--- src/rtl/tmr_pkg.sv ---
`timescale 1ns/1ps
package tmr_pkg;
  localparam int RATE_W = 3;
  localparam int PRE_W  = 2 ** RATE_W;
  localparam int CTL_W  = RATE_W + 3;

  typedef struct packed {
    logic              src_ext;
    logic              edge_fall;
    logic              to_wdog;
    logic [RATE_W-1:0] rate;
  } tmr_ctl_t;

  // Mask of prescaler bits that must all be set for a carry.
  function automatic logic [PRE_W-1:0] pre_mask(input logic to_wdog,
                                                 input logic [RATE_W-1:0] rate);
    int unsigned sh;
    sh = to_wdog ? int'(rate) : int'(rate) + 1;
    return PRE_W'((1 << sh) - 1);
  endfunction
endpackage

--- src/rtl/tmr_event_src.sv ---
`timescale 1ns/1ps
module tmr_event_src (
  input  logic clk,
  input  logic rst_n,
  input  logic cyc_tick,
  input  logic ext_clk,
  input  logic src_ext,
  input  logic edge_fall,
  output logic raw_evt
);
  logic ext_q;
  logic rise_w, fall_w;

  always_ff @(posedge clk or negedge rst_n) begin
    if (!rst_n) ext_q <= 1'b0;
    else        ext_q <= ext_clk;
  end

  assign rise_w  = ext_clk & ~ext_q;
  assign fall_w  = ~ext_clk & ext_q;
  assign raw_evt = src_ext ? (edge_fall ? fall_w : rise_w) : cyc_tick;

  // an external edge event implies the pin moved since the last clock
  assert_ext_edge_R2: assert property (@(posedge clk) disable iff (!rst_n)
    (src_ext && raw_evt) |-> (ext_clk != ext_q));
endmodule

--- src/rtl/tmr_prescaler.sv ---
`timescale 1ns/1ps
module tmr_prescaler #(
  parameter int PRE_W = 8
) (
  input  logic             clk,
  input  logic             rst_n,
  input  logic             clr,
  input  logic             evt,
  input  logic [PRE_W-1:0] mask,
  output logic             carry
);
  logic [PRE_W-1:0] pcnt;

  always_ff @(posedge clk or negedge rst_n) begin
    if (!rst_n)   pcnt <= '0;
    else if (clr) pcnt <= '0;
    else if (evt) pcnt <= pcnt + PRE_W'(1);
  end

  assign carry = evt && !clr && ((pcnt & mask) == mask);

  // a carry leaves the selected low bits at zero (group restarts)
  assert_group_restart_R3: assert property (@(posedge clk) disable iff (!rst_n)
    carry |=> ((pcnt & $past(mask)) == '0));
  // a clear leaves the prescaler empty
  assert_pre_clear_R6: assert property (@(posedge clk) disable iff (!rst_n)
    clr |=> (pcnt == '0));
endmodule

--- src/rtl/tmr_wr_guard.sv ---
`timescale 1ns/1ps
module tmr_wr_guard #(
  parameter int HOLD_CYC = 2
) (
  input  logic clk,
  input  logic rst_n,
  input  logic cyc_tick,
  input  logic cnt_wr,
  output logic hold
);
  localparam int HW = $clog2(HOLD_CYC + 1);
  logic [HW-1:0] left_q;

  always_ff @(posedge clk or negedge rst_n) begin
    if (!rst_n)                       left_q <= '0;
    else if (cnt_wr)                  left_q <= HW'(HOLD_CYC);
    else if (cyc_tick && left_q != 0) left_q <= left_q - HW'(1);
  end

  assign hold = (left_q != '0);

  // the hold-off only wears away on instruction ticks
  assert_hold_keep_R5: assert property (@(posedge clk) disable iff (!rst_n)
    (hold && !cyc_tick && !cnt_wr) |=> hold);
  // a load always opens a hold-off window
  assert_hold_open_R5: assert property (@(posedge clk) disable iff (!rst_n)
    cnt_wr |=> hold);
endmodule

--- src/rtl/tmr_counter.sv ---
`timescale 1ns/1ps
module tmr_counter #(
  parameter int DATA_W = 8
) (
  input  logic              clk,
  input  logic              rst_n,
  input  logic              inc,
  input  logic              wr,
  input  logic [DATA_W-1:0] wdata,
  input  logic              flag_clr,
  output logic [DATA_W-1:0] count,
  output logic              ovf_flag
);
  logic wrap_w;

  assign wrap_w = inc && !wr && (count == '1);

  always_ff @(posedge clk or negedge rst_n) begin
    if (!rst_n) begin
      count    <= '0;
      ovf_flag <= 1'b0;
    end else begin
      if (wr)       count <= wdata;
      else if (inc) count <= count + DATA_W'(1);
      ovf_flag <= wrap_w | (ovf_flag & ~flag_clr);
    end
  end

  // a load is visible one clock later
  assert_load_R5: assert property (@(posedge clk) disable iff (!rst_n)
    wr |=> (count == $past(wdata)));
  // rollover raises the flag
  assert_wrap_flag_R7: assert property (@(posedge clk) disable iff (!rst_n)
    (inc && !wr && count == '1) |=> (ovf_flag && count == '0));
  // flag is sticky without a clear
  assert_flag_sticky_R7: assert property (@(posedge clk) disable iff (!rst_n)
    (ovf_flag && !flag_clr) |=> ovf_flag);
endmodule

--- src/rtl/tmr_shared_prescale.sv ---
`timescale 1ns/1ps
module tmr_shared_prescale
  import tmr_pkg::*;
#(
  parameter int DATA_W   = 8,
  parameter int HOLD_CYC = 2
) (
  input  logic              clk,
  input  logic              rst_n,
  input  logic              cyc_tick,
  input  logic              ext_clk,
  input  logic              wdt_raw,
  input  logic              sleep,
  input  logic              cnt_wr,
  input  logic [DATA_W-1:0] cnt_wdata,
  input  logic              ctl_wr,
  input  logic [CTL_W-1:0]  ctl_wdata,
  input  logic              ovf_ie,
  input  logic              flag_clr,
  output logic [DATA_W-1:0] count,
  output logic              ovf_flag,
  output logic              irq,
  output logic              wdog_tick
);
  tmr_ctl_t         ctl_q, ctl_new;
  logic             assign_flip;
  logic             pre_clr;
  logic             raw_evt;
  logic             hold;
  logic             tmr_evt;
  logic             pre_in;
  logic             pre_carry;
  logic             cnt_inc;
  logic [PRE_W-1:0] pre_sel_mask;

  assign ctl_new = tmr_ctl_t'(ctl_wdata);

  always_ff @(posedge clk or negedge rst_n) begin
    if (!rst_n)      ctl_q <= tmr_ctl_t'({CTL_W{1'b1}});
    else if (ctl_wr) ctl_q <= ctl_new;
  end

  assign assign_flip  = ctl_wr && (ctl_new.to_wdog != ctl_q.to_wdog);
  assign pre_clr      = cnt_wr || assign_flip;
  assign pre_sel_mask = pre_mask(ctl_q.to_wdog, ctl_q.rate);

  tmr_event_src u_src (
    .clk       (clk),
    .rst_n     (rst_n),
    .cyc_tick  (cyc_tick),
    .ext_clk   (ext_clk),
    .src_ext   (ctl_q.src_ext),
    .edge_fall (ctl_q.edge_fall),
    .raw_evt   (raw_evt)
  );

  tmr_wr_guard #(.HOLD_CYC(HOLD_CYC)) u_guard (
    .clk      (clk),
    .rst_n    (rst_n),
    .cyc_tick (cyc_tick),
    .cnt_wr   (cnt_wr),
    .hold     (hold)
  );

  assign tmr_evt = raw_evt && !sleep && !hold;
  assign pre_in  = ctl_q.to_wdog ? wdt_raw : tmr_evt;

  tmr_prescaler #(.PRE_W(PRE_W)) u_pre (
    .clk   (clk),
    .rst_n (rst_n),
    .clr   (pre_clr),
    .evt   (pre_in),
    .mask  (pre_sel_mask),
    .carry (pre_carry)
  );

  assign cnt_inc = ctl_q.to_wdog ? tmr_evt : pre_carry;

  tmr_counter #(.DATA_W(DATA_W)) u_cnt (
    .clk      (clk),
    .rst_n    (rst_n),
    .inc      (cnt_inc),
    .wr       (cnt_wr),
    .wdata    (cnt_wdata),
    .flag_clr (flag_clr),
    .count    (count),
    .ovf_flag (ovf_flag)
  );

  always_ff @(posedge clk or negedge rst_n) begin
    if (!rst_n) wdog_tick <= 1'b0;
    else        wdog_tick <= ctl_q.to_wdog ? pre_carry : wdt_raw;
  end

  assign irq = ovf_flag & ovf_ie;

  // sleep freezes the count
  assert_sleep_hold_R9: assert property (@(posedge clk) disable iff (!rst_n)
    (sleep && !cnt_wr) |=> (count == $past(count)));
  // without a load the count holds or steps by one
  assert_single_step_R1: assert property (@(posedge clk) disable iff (!rst_n)
    !cnt_wr |=> (count == $past(count) || count == $past(count) + DATA_W'(1)));
  // the clock after a load leaves the count unchanged
  assert_post_load_R5: assert property (@(posedge clk) disable iff (!rst_n)
    ($past(cnt_wr) && !cnt_wr) |=> (count == $past(count)));
  // without the prescaler the watchdog tick carries no division
  assert_wdog_pass_R11: assert property (@(posedge clk) disable iff (!rst_n)
    (!ctl_q.to_wdog && !ctl_wr) |=> (wdog_tick == $past(wdt_raw)));
endmodule

--- config.mk ---
export PLATFORM = sky130hd
export DESIGN_NAME = tmr_shared_prescale
export DESIGN_NICKNAME = d
export VERILOG_FILES = /design/src/rtl/tmr_pkg.sv /design/src/rtl/tmr_event_src.sv /design/src/rtl/tmr_prescaler.sv /design/src/rtl/tmr_wr_guard.sv /design/src/rtl/tmr_counter.sv /design/src/rtl/tmr_shared_prescale.sv
export SDC_FILE = /design/constraint.sdc
export NUM_CORES = 1
export LEC_CHECK = 0
export ABC_AREA = 1
export CAP_MARGIN = 5
export CORE_MARGIN = 2
export CORE_UTILIZATION = 50
export DETAILED_ROUTE_END_ITERATION = 8
export DONT_BUFFER_PORTS = 1
export PLACE_DENSITY_LB_ADDON = 0.25
export SETUP_SLACK_MARGIN = 0.02
export SKIP_LAST_GASP = 1
export SLEW_MARGIN = 10
export SYNTH_ARGS = -nofsm -noshare
export SYNTH_HDL_FRONTEND = slang
export SYNTH_SLANG_ARGS = --single-unit
--- constraint.sdc ---
create_clock -name clk -period 3.2 [get_ports clk]
set_input_delay 0.64 -clock clk [delete_from_list [all_inputs] [get_ports clk]]
set_output_delay 0.64 -clock clk [all_outputs]
set_load 0.005 [all_outputs]
# ---- Yosys cells after proc, flatten, opt, wreduce, memory -nomap -nowiden
# Index checks and enable logic that the tools add are counted.
dict set report word_totals {
  romBits 0
  ff_bits 27
  ramBits 0
  out_inout_bits 11
  in_bits 24
  latchBits 0
  n_memories 0
  elab_cells 57
}
dict set report classes {
  addsub 5
  n_mul 0
  n_mux 12
  n_shift 1
  n_eq_ne 3
  n_bitwise 9
  div_mod_pow 0
  n_reduce_logical 17
  order_cmp 0
}
# operator n
set ops {}
lappend ops {{$mux W8} 4}
lappend ops {{$add A8 B1 Y8 const B} 2}
lappend ops {{$and A8 B8 Y8} 1}
lappend ops {{$eq A8 B8 Y1} 1}
lappend ops {{$eq A8 B8 Y1 const B} 1}
lappend ops {{$logic_and A1 B1 Y1} 8}
lappend ops {{$reduce_bool A2 Y1} 4}
lappend ops {{$shl A1 B4 Y8 const A} 1}
lappend ops {{$sub A8 B2 Y8 const B} 1}
lappend ops {{$mux W1} 5}
lappend ops {{$add A3 B1 Y4 const B} 1}
lappend ops {{$and A1 B1 Y1} 4}
lappend ops {{$logic_not A1 Y1} 4}
lappend ops {{$mux W2} 2}
lappend ops {{$mux W4} 1}
lappend ops {{$not A1 Y1} 3}
lappend ops {{$sub A2 B1 Y2 const B} 1}
lappend ops {{$logic_or A1 B1 Y1} 1}
lappend ops {{$ne A1 B1 Y1} 1}
lappend ops {{$or A1 B1 Y1} 1}

# ---- Depth between registers and ports, before layout
dict set report logic_depth {
  ltp_word 13
  ltp_mapped 20
  mapped_depth_nobuf 19
}

# ---- Hierarchy
# From an unflattened synthesis, not the netlist that was laid out.
dict set report hier_totals {
  cells_unflattened 243
  area_unflattened_um2 1835.5
}
# mod area_per_inst_um2 instances cells_each
set by_module_without_submodules {}
lappend by_module_without_submodules {tmr_shared_prescale 623.1 1 77}
lappend by_module_without_submodules {tmr_counter 558.0 1 70}
lappend by_module_without_submodules {tmr_prescaler 470.5 1 68}
lappend by_module_without_submodules {tmr_wr_guard 116.4 1 16}
lappend by_module_without_submodules {tmr_event_src 67.6 1 12}

# ---- Worst setup path before layout
# No wires, ideal clock.
dict set report synth_path {
  kind {register to register}
  start {register ctl_q[0] (netlist bit)}
  end {register u_cnt.count[3]}
  arrival_time_ps 2311
  stages_incl_launch_ff 20
  setup_ps 66
  t_required_ps 3134
  path_buffers 0
  period_less_slack_ps 2378
  path_slack_ps 822
  path_cell_list {dfstp_2 > ha_1 > nand2_4 > nand2_4 > clkinv_2 > nand2_4 > nor2_4 > inv_1 > ha_1 > nor2_1 > o21bai_1 > inv_1 > nand2_1 > nor2_2 > nand3_2 > nor2_4 > nand3_4 > nand3_4 > nand2_1 > nand2_1}
}
dict set report synth_via {
  elab_chain_len 9
}
# element line_no
set synth_lines {}
lappend synth_lines {{start: declaration} tmr_shared_prescale.sv:25} ;# tmr_ctl_t ctl_q, ctl_new;
lappend synth_lines {{start signal: assignment} tmr_shared_prescale.sv:39} ;# if (!rst_n) ctl_q <= tmr_ctl_t'({CTL_W{1'b1}});
lappend synth_lines {{start signal: assignment} tmr_shared_prescale.sv:40} ;# else if (ctl_wr) ctl_q <= ctl_new;
lappend synth_lines {{$add A3 B1 Y4} tmr_pkg.sv:18} ;# sh = to_wdog ? int'(rate) : int'(rate) + 1;
lappend synth_lines {{$mux W4 (*)} tmr_pkg.sv:18}
lappend synth_lines {{$shl A1 B4 Y8 (*)} tmr_pkg.sv:19} ;# return PRE_W'((1 << sh) - 1);
lappend synth_lines {{$sub A8 B2 Y8 (*)} tmr_pkg.sv:19}
lappend synth_lines {{$and A8 B8 Y8} tmr_prescaler.sv:20} ;# assign carry = evt && !clr && ((pcnt & mask) == mask);
lappend synth_lines {{$eq A8 B8 Y1 (*)} tmr_prescaler.sv:20}
lappend synth_lines {{$logic_and A1 B1 Y1 (*)} tmr_prescaler.sv:20}
lappend synth_lines {{$mux W1 (*)} tmr_shared_prescale.sv:77} ;# assign cnt_inc = ctl_q.to_wdog ? tmr_evt : pre_carry;
lappend synth_lines {{$reduce_bool A2 Y1 (no line) (*)} -}
lappend synth_lines {{end signal: assignment} tmr_counter.sv:23} ;# if (wr) count <= wdata;
lappend synth_lines {{end signal: assignment} tmr_counter.sv:24} ;# else if (inc) count <= count + DATA_W'(1);
lappend synth_lines {{end: declaration} tmr_counter.sv:11} ;# output logic [DATA_W-1:0] count,
# Every way passes the cells marked *; elsewhere a longest branch is shown, timed or not.
# A chain may end at the register's enable or synchronous reset.

# ---- Final worst setup path
dict set report layout_path {
  start {register ctl_q[1] (netlist bit)}
  end {register u_cnt.count[0]}
}
# The elaborated chain is that of the path after synthesis.

==> out/qor.log <==
qor: floorplanning.die_height 64.59 µm
qor: place.place_congestion 0.9017
qor: detailed_routing.initialDrtViolationCount 68
qor: global_routing.grt_pass1_wl 6.092 mm
qor: clocking.clock_tree.root_cell clkbuf_8
qor: layout.design.final.nets 270
qor: floorplanning.placement_rows 22
qor: detailed_routing.wl_met1 1.646 mm
qor: worst_setup_path.crit-reg2reg-launch ctl_q[1]$_DFFE_PN1P_
qor: clocking.tritoncts.num_buffers 3
qor: worst_setup_path.worstSetupPathType reg2reg
qor: synth.total_of_warnings_raised_by_yosys 0
qor: place.numPortBuffers 0
qor: run.max_cap_viol_count 0
qor: floorplanning.floorplan.die.width 64.59 µm
qor: pwr.power_per_cell_area 421.3 mW/mm²
qor: detailed_routing.route.detailed.drc 0
qor: floorplanning.initial_core_util 50.90%
qor: synth.syn_inst 241
qor: layout.area_grow_syn2layout 4.295%
qor: clocking.worstSkewPairLatency 0.27 ns
qor: worst_setup_path.timing.critical_path.from_type flip-flop
qor: synth.mappedNetlistArea 0.001836 mm²
qor: pwr.total_leakage_power 0.9157 nW
qor: layout.post_route_cells_drive_above_1_share 15.00%
qor: detailed_routing.routed_wire_length_per_instance 12.00 µm
qor: timing.skew 0.001595 ns
qor: timing.period_minus_slack 2.559 ns
qor: global_routing.via_count_of_the_first_global_routing_pass 1397
qor: detailed_routing.highest_layer met4
qor: worst_setup_path.slowest_delay 0.57 ns
qor: floorplanning.core-area 0.003606 mm²
qor: timing.holdWs 0.05077 ns
qor: detailed_routing.dr_total_vias 1514
qor: timing.relSlewSlack 58.94%
qor: timing.maximum_clock_rate 390.8 MHz
qor: worst_setup_path.critical_path_cell_by_cell ha_1 -> nand2_4 -> nand2_4 -> clkinv_2 -> nand2_4 -> nor2_4 -> inv_1 -> ha_1 -> nor2_1 -> o21bai_1 -> inv_1 -> nand2_1 -> nor2_2 -> nand3_2 -> nor2_4 -> nand3_4 -> nand3_4 -> nand2_1 -> nand2_1
qor: worst_setup_path.r2r.worst_path.cells 19
qor: global_routing.grt_start_max_net_pins 28
qor: global_routing.grt_antenna_before_repair 0
qor: place.place_hpwl 2.726 mm
qor: worst_setup_path.crit_path_max_fanout 10
qor: detailed_routing.route.detailed.vias_per_inst 5.257
qor: worst_setup_path.reg2reg_end u_cnt.count[0]$_DFFE_PN0P_
qor: synth.flip_flop_and_latch_count_after_synthesis 27
qor: clocking.clock_tree.buffer_depth 2
qor: detailed_routing.wl 3.457 mm
qor: worst_hold_path.hold_wc_path_type in2async
qor: detailed_routing.met2_length 1.632 mm
qor: timing.finalSetupTns 0 ns
qor: layout.num_antenna_cells 0
qor: timing.post-route-period-util 79.96%
qor: outcome.outcome complete, no violations
qor: clocking.clock_tree_from_tritoncts yes
qor: timing.tightest_slew 0.6119 ns
qor: clocking.post_cts_resize_count 0
qor: worst_setup_path.setup.reg_to_reg.worst_slack 0.64 ns
qor: synth.postSynthNetCount 270
qor: detailed_routing.total_iterations_of_the_first_detailed_routing_run 4
qor: timing.rsz0062_at_grt false
qor: pwr.vdd.ir_drop.worst 0.3338 mV
qor: worst_setup_path.worst_path_max_delay_cell dfstp_2
qor: floorplanning.design.die.area 0.004172 mm²
qor: timing.drv_slew 0
qor: synth.count_of_unique_library_cells_instantiated_by_yosys 35
qor: clocking.sinks_on_the_clock_net 27
qor: global_routing.grt_util_all_layers 18.36%
qor: synth.synth.avg_cell_area 7.616 µm²
qor: worst_setup_path.critical_path_required 3.42 ns
qor: clocking.path_clk_slew 0.09 ns
qor: detailed_routing.antenna_left 0
qor: timing.hold_viol 0
qor: worst_setup_path.timing.critical_path.arrival 2.78 ns
qor: detailed_routing.detailroute.wirelength.met3 135 µm
qor: worst_setup_path.worst_setup_path_startpoint ctl_q[1]$_DFFE_PN1P_
qor: clocking.cts_htree_levels 1
qor: global_routing.grt-ovfl-total 0
qor: timing.finalSetupViolCount 0
qor: synth.seq_area_frac_synth 37.22%
qor: clocking.holdBufCountCts 0
qor: worst_setup_path.endpoint_kind flip-flop
qor: clocking.cts_setup_buffers 0
qor: floorplanning.top_level_ports 35
-- flip-flops by register name, indices dropped and copies added (netlist names) --
name	cells
ctl_q	6
u_guard.left_q	2
u_cnt.count	8
u_cnt.ovf_flag	1
wdog_tick	1
u_pre.pcnt	8
u_src.ext_q	1
-- report_power, final --
group	total [mW]	leakage (nW)	internal [mW]	switching, mW
clock network	0.196	0.0228	0.0892	0.106
logic	0.199	0.557	0.0769	0.122
registers	0.412	0.336	0.374	0.0379
-- cell usage after synthesis --
| cell | number | share of area [%] |
|---|---|---|
| a22o_1 | 1 | 0.48 |
| nor3b_1 | 1 | 0.41 |
| ha_1 | 5 | 3.4 |
| xnor2_1 | 2 | 0.95 |
| o21a_1 | 1 | 0.41 |
| clkbuf_1 | 4 | 0.82 |
| nand2_4 | 5 | 3.1 |
| mux2_2 | 1 | 0.61 |
| a31oi_1 | 1 | 0.34 |
| nor2_4 | 2 | 1.2 |
| nor3_1 | 3 | 0.82 |
| nand2_2 | 5 | 1.7 |
| a21oi_2 | 1 | 0.48 |
| o21bai_1 | 1 | 0.41 |
| xor2_1 | 4 | 1.9 |
| nand3_2 | 3 | 1.6 |
| nand3_1 | 17 | 4.6 |
| nand2_1 | 67 | 14 |
| nand4_1 | 11 | 3.7 |
| nand3_4 | 3 | 2.9 |
| clkinv_2 | 1 | 0.27 |
| a21oi_4 | 1 | 0.89 |
| nor2_2 | 2 | 0.68 |
| buf_6 | 1 | 0.61 |
| dfrtp_1 | 21 | 29 |
| nor2_1 | 19 | 3.9 |
| o21ai_0 | 15 | 4.1 |
| inv_8 | 1 | 0.61 |
| a21oi_1 | 4 | 1.1 |
| dfstp_2 | 6 | 8.6 |
| o21ai_1 | 1 | 0.27 |
| o22ai_1 | 1 | 0.34 |
| inv_2 | 2 | 0.41 |
| inv_1 | 27 | 5.5 |
| o32ai_1 | 1 | 0.48 |
-- worst max-delay path: cells and delay by family, from the launching register on --
family,cells,cell delay [ns]
and+or+nand+nor,13,1.07
DFF,1,0.57
adders and majority gates,2,0.52
buffers and inverters,3,0.17
AOI/OAI and AO/OA,1,0.15
-- through the flow --
stage / instance area (µm²) / util (%) / setup slack [ns] / instances / total power, mW
2_1_floorplan: 1836 / - / 0.8225 / 241 / 0.5866
3_3_place_gp: 1869 / 51.84 / 0.7023 / 284 / 0.6140
3_5_place_dp: 1869 / 51.84 / 0.6418 / 284 / 0.6171
4_1_cts: 1914 / 53.09 / 0.6222 / 288 / 0.8137
5_1_grt: 1914 / 53.09 / 0.4467 / 288 / 0.8618
6_report: 1914 / 53.09 / 0.6412 / 288 / 0.8064
-- per-layer routing --
metal,GRT usage [%],vias up
met5,0,-
met4,5.585,0
met3,2.604,4
met2,30.47,30
met1,24.92,697
li1,-,783
-- cells in the final DEF (no fill, tap or decap), types with 2 or more instances in the layout --
master | synthesis | layout
nand2_1 | 67 | 67
inv_1 | 27 | 27
dfrtp_1 | 21 | 21
nor2_1 | 19 | 19
nand3_1 | 17 | 17
o21ai_0 | 15 | 15
nand4_1 | 11 | 11
dfstp_2 | 6 | 6
nand2_4 | 5 | 5
nand2_2 | 5 | 5
ha_1 | 5 | 5
a21oi_1 | 4 | 4
xor2_1 | 4 | 4
nand3_2 | 3 | 3
nand3_4 | 3 | 3
nor3_1 | 3 | 3
clkbuf_8 | 0 | 3
nor2_4 | 2 | 2
nor2_2 | 2 | 2
inv_2 | 2 | 2
xnor2_1 | 2 | 2
-- cell type report --
type | instances | area, µm²
fillers | 356 | 1692
multi-input cells | 178 | 1001
flip-flops and latches | 27 | 683.2
inverters | 31 | 125.1
well taps | 48 | 60.06
clock buffers | 4 | 45.04
-- cells by family after synthesis --
kind of cell	Yosys count	synth area share, %
mux	1	0.6135
xor+xnor	6	2.863
flops	27	37.22
fa+ha+maj	5	3.408
buf+inv	36	8.248
compound gates	28	9.272
simple gates	138	38.38
-- worst max-delay path by stage --
stage	to	slack [ns]
finish	u_cnt.count[0]$_DFFE_PN0P_	0.64
floorplan	u_cnt.count[3]$_DFFE_PN0P_	0.82
global placement	u_cnt.count[2]$_DFFE_PN0P_	0.70
CTS	u_cnt.count[7]$_DFFE_PN0P_	0.62
global route	u_cnt.count[0]$_DFFE_PN0P_	0.45
detailed placement	u_cnt.count[3]$_DFFE_PN0P_	0.64
Power figures use the tool's default switching activity.
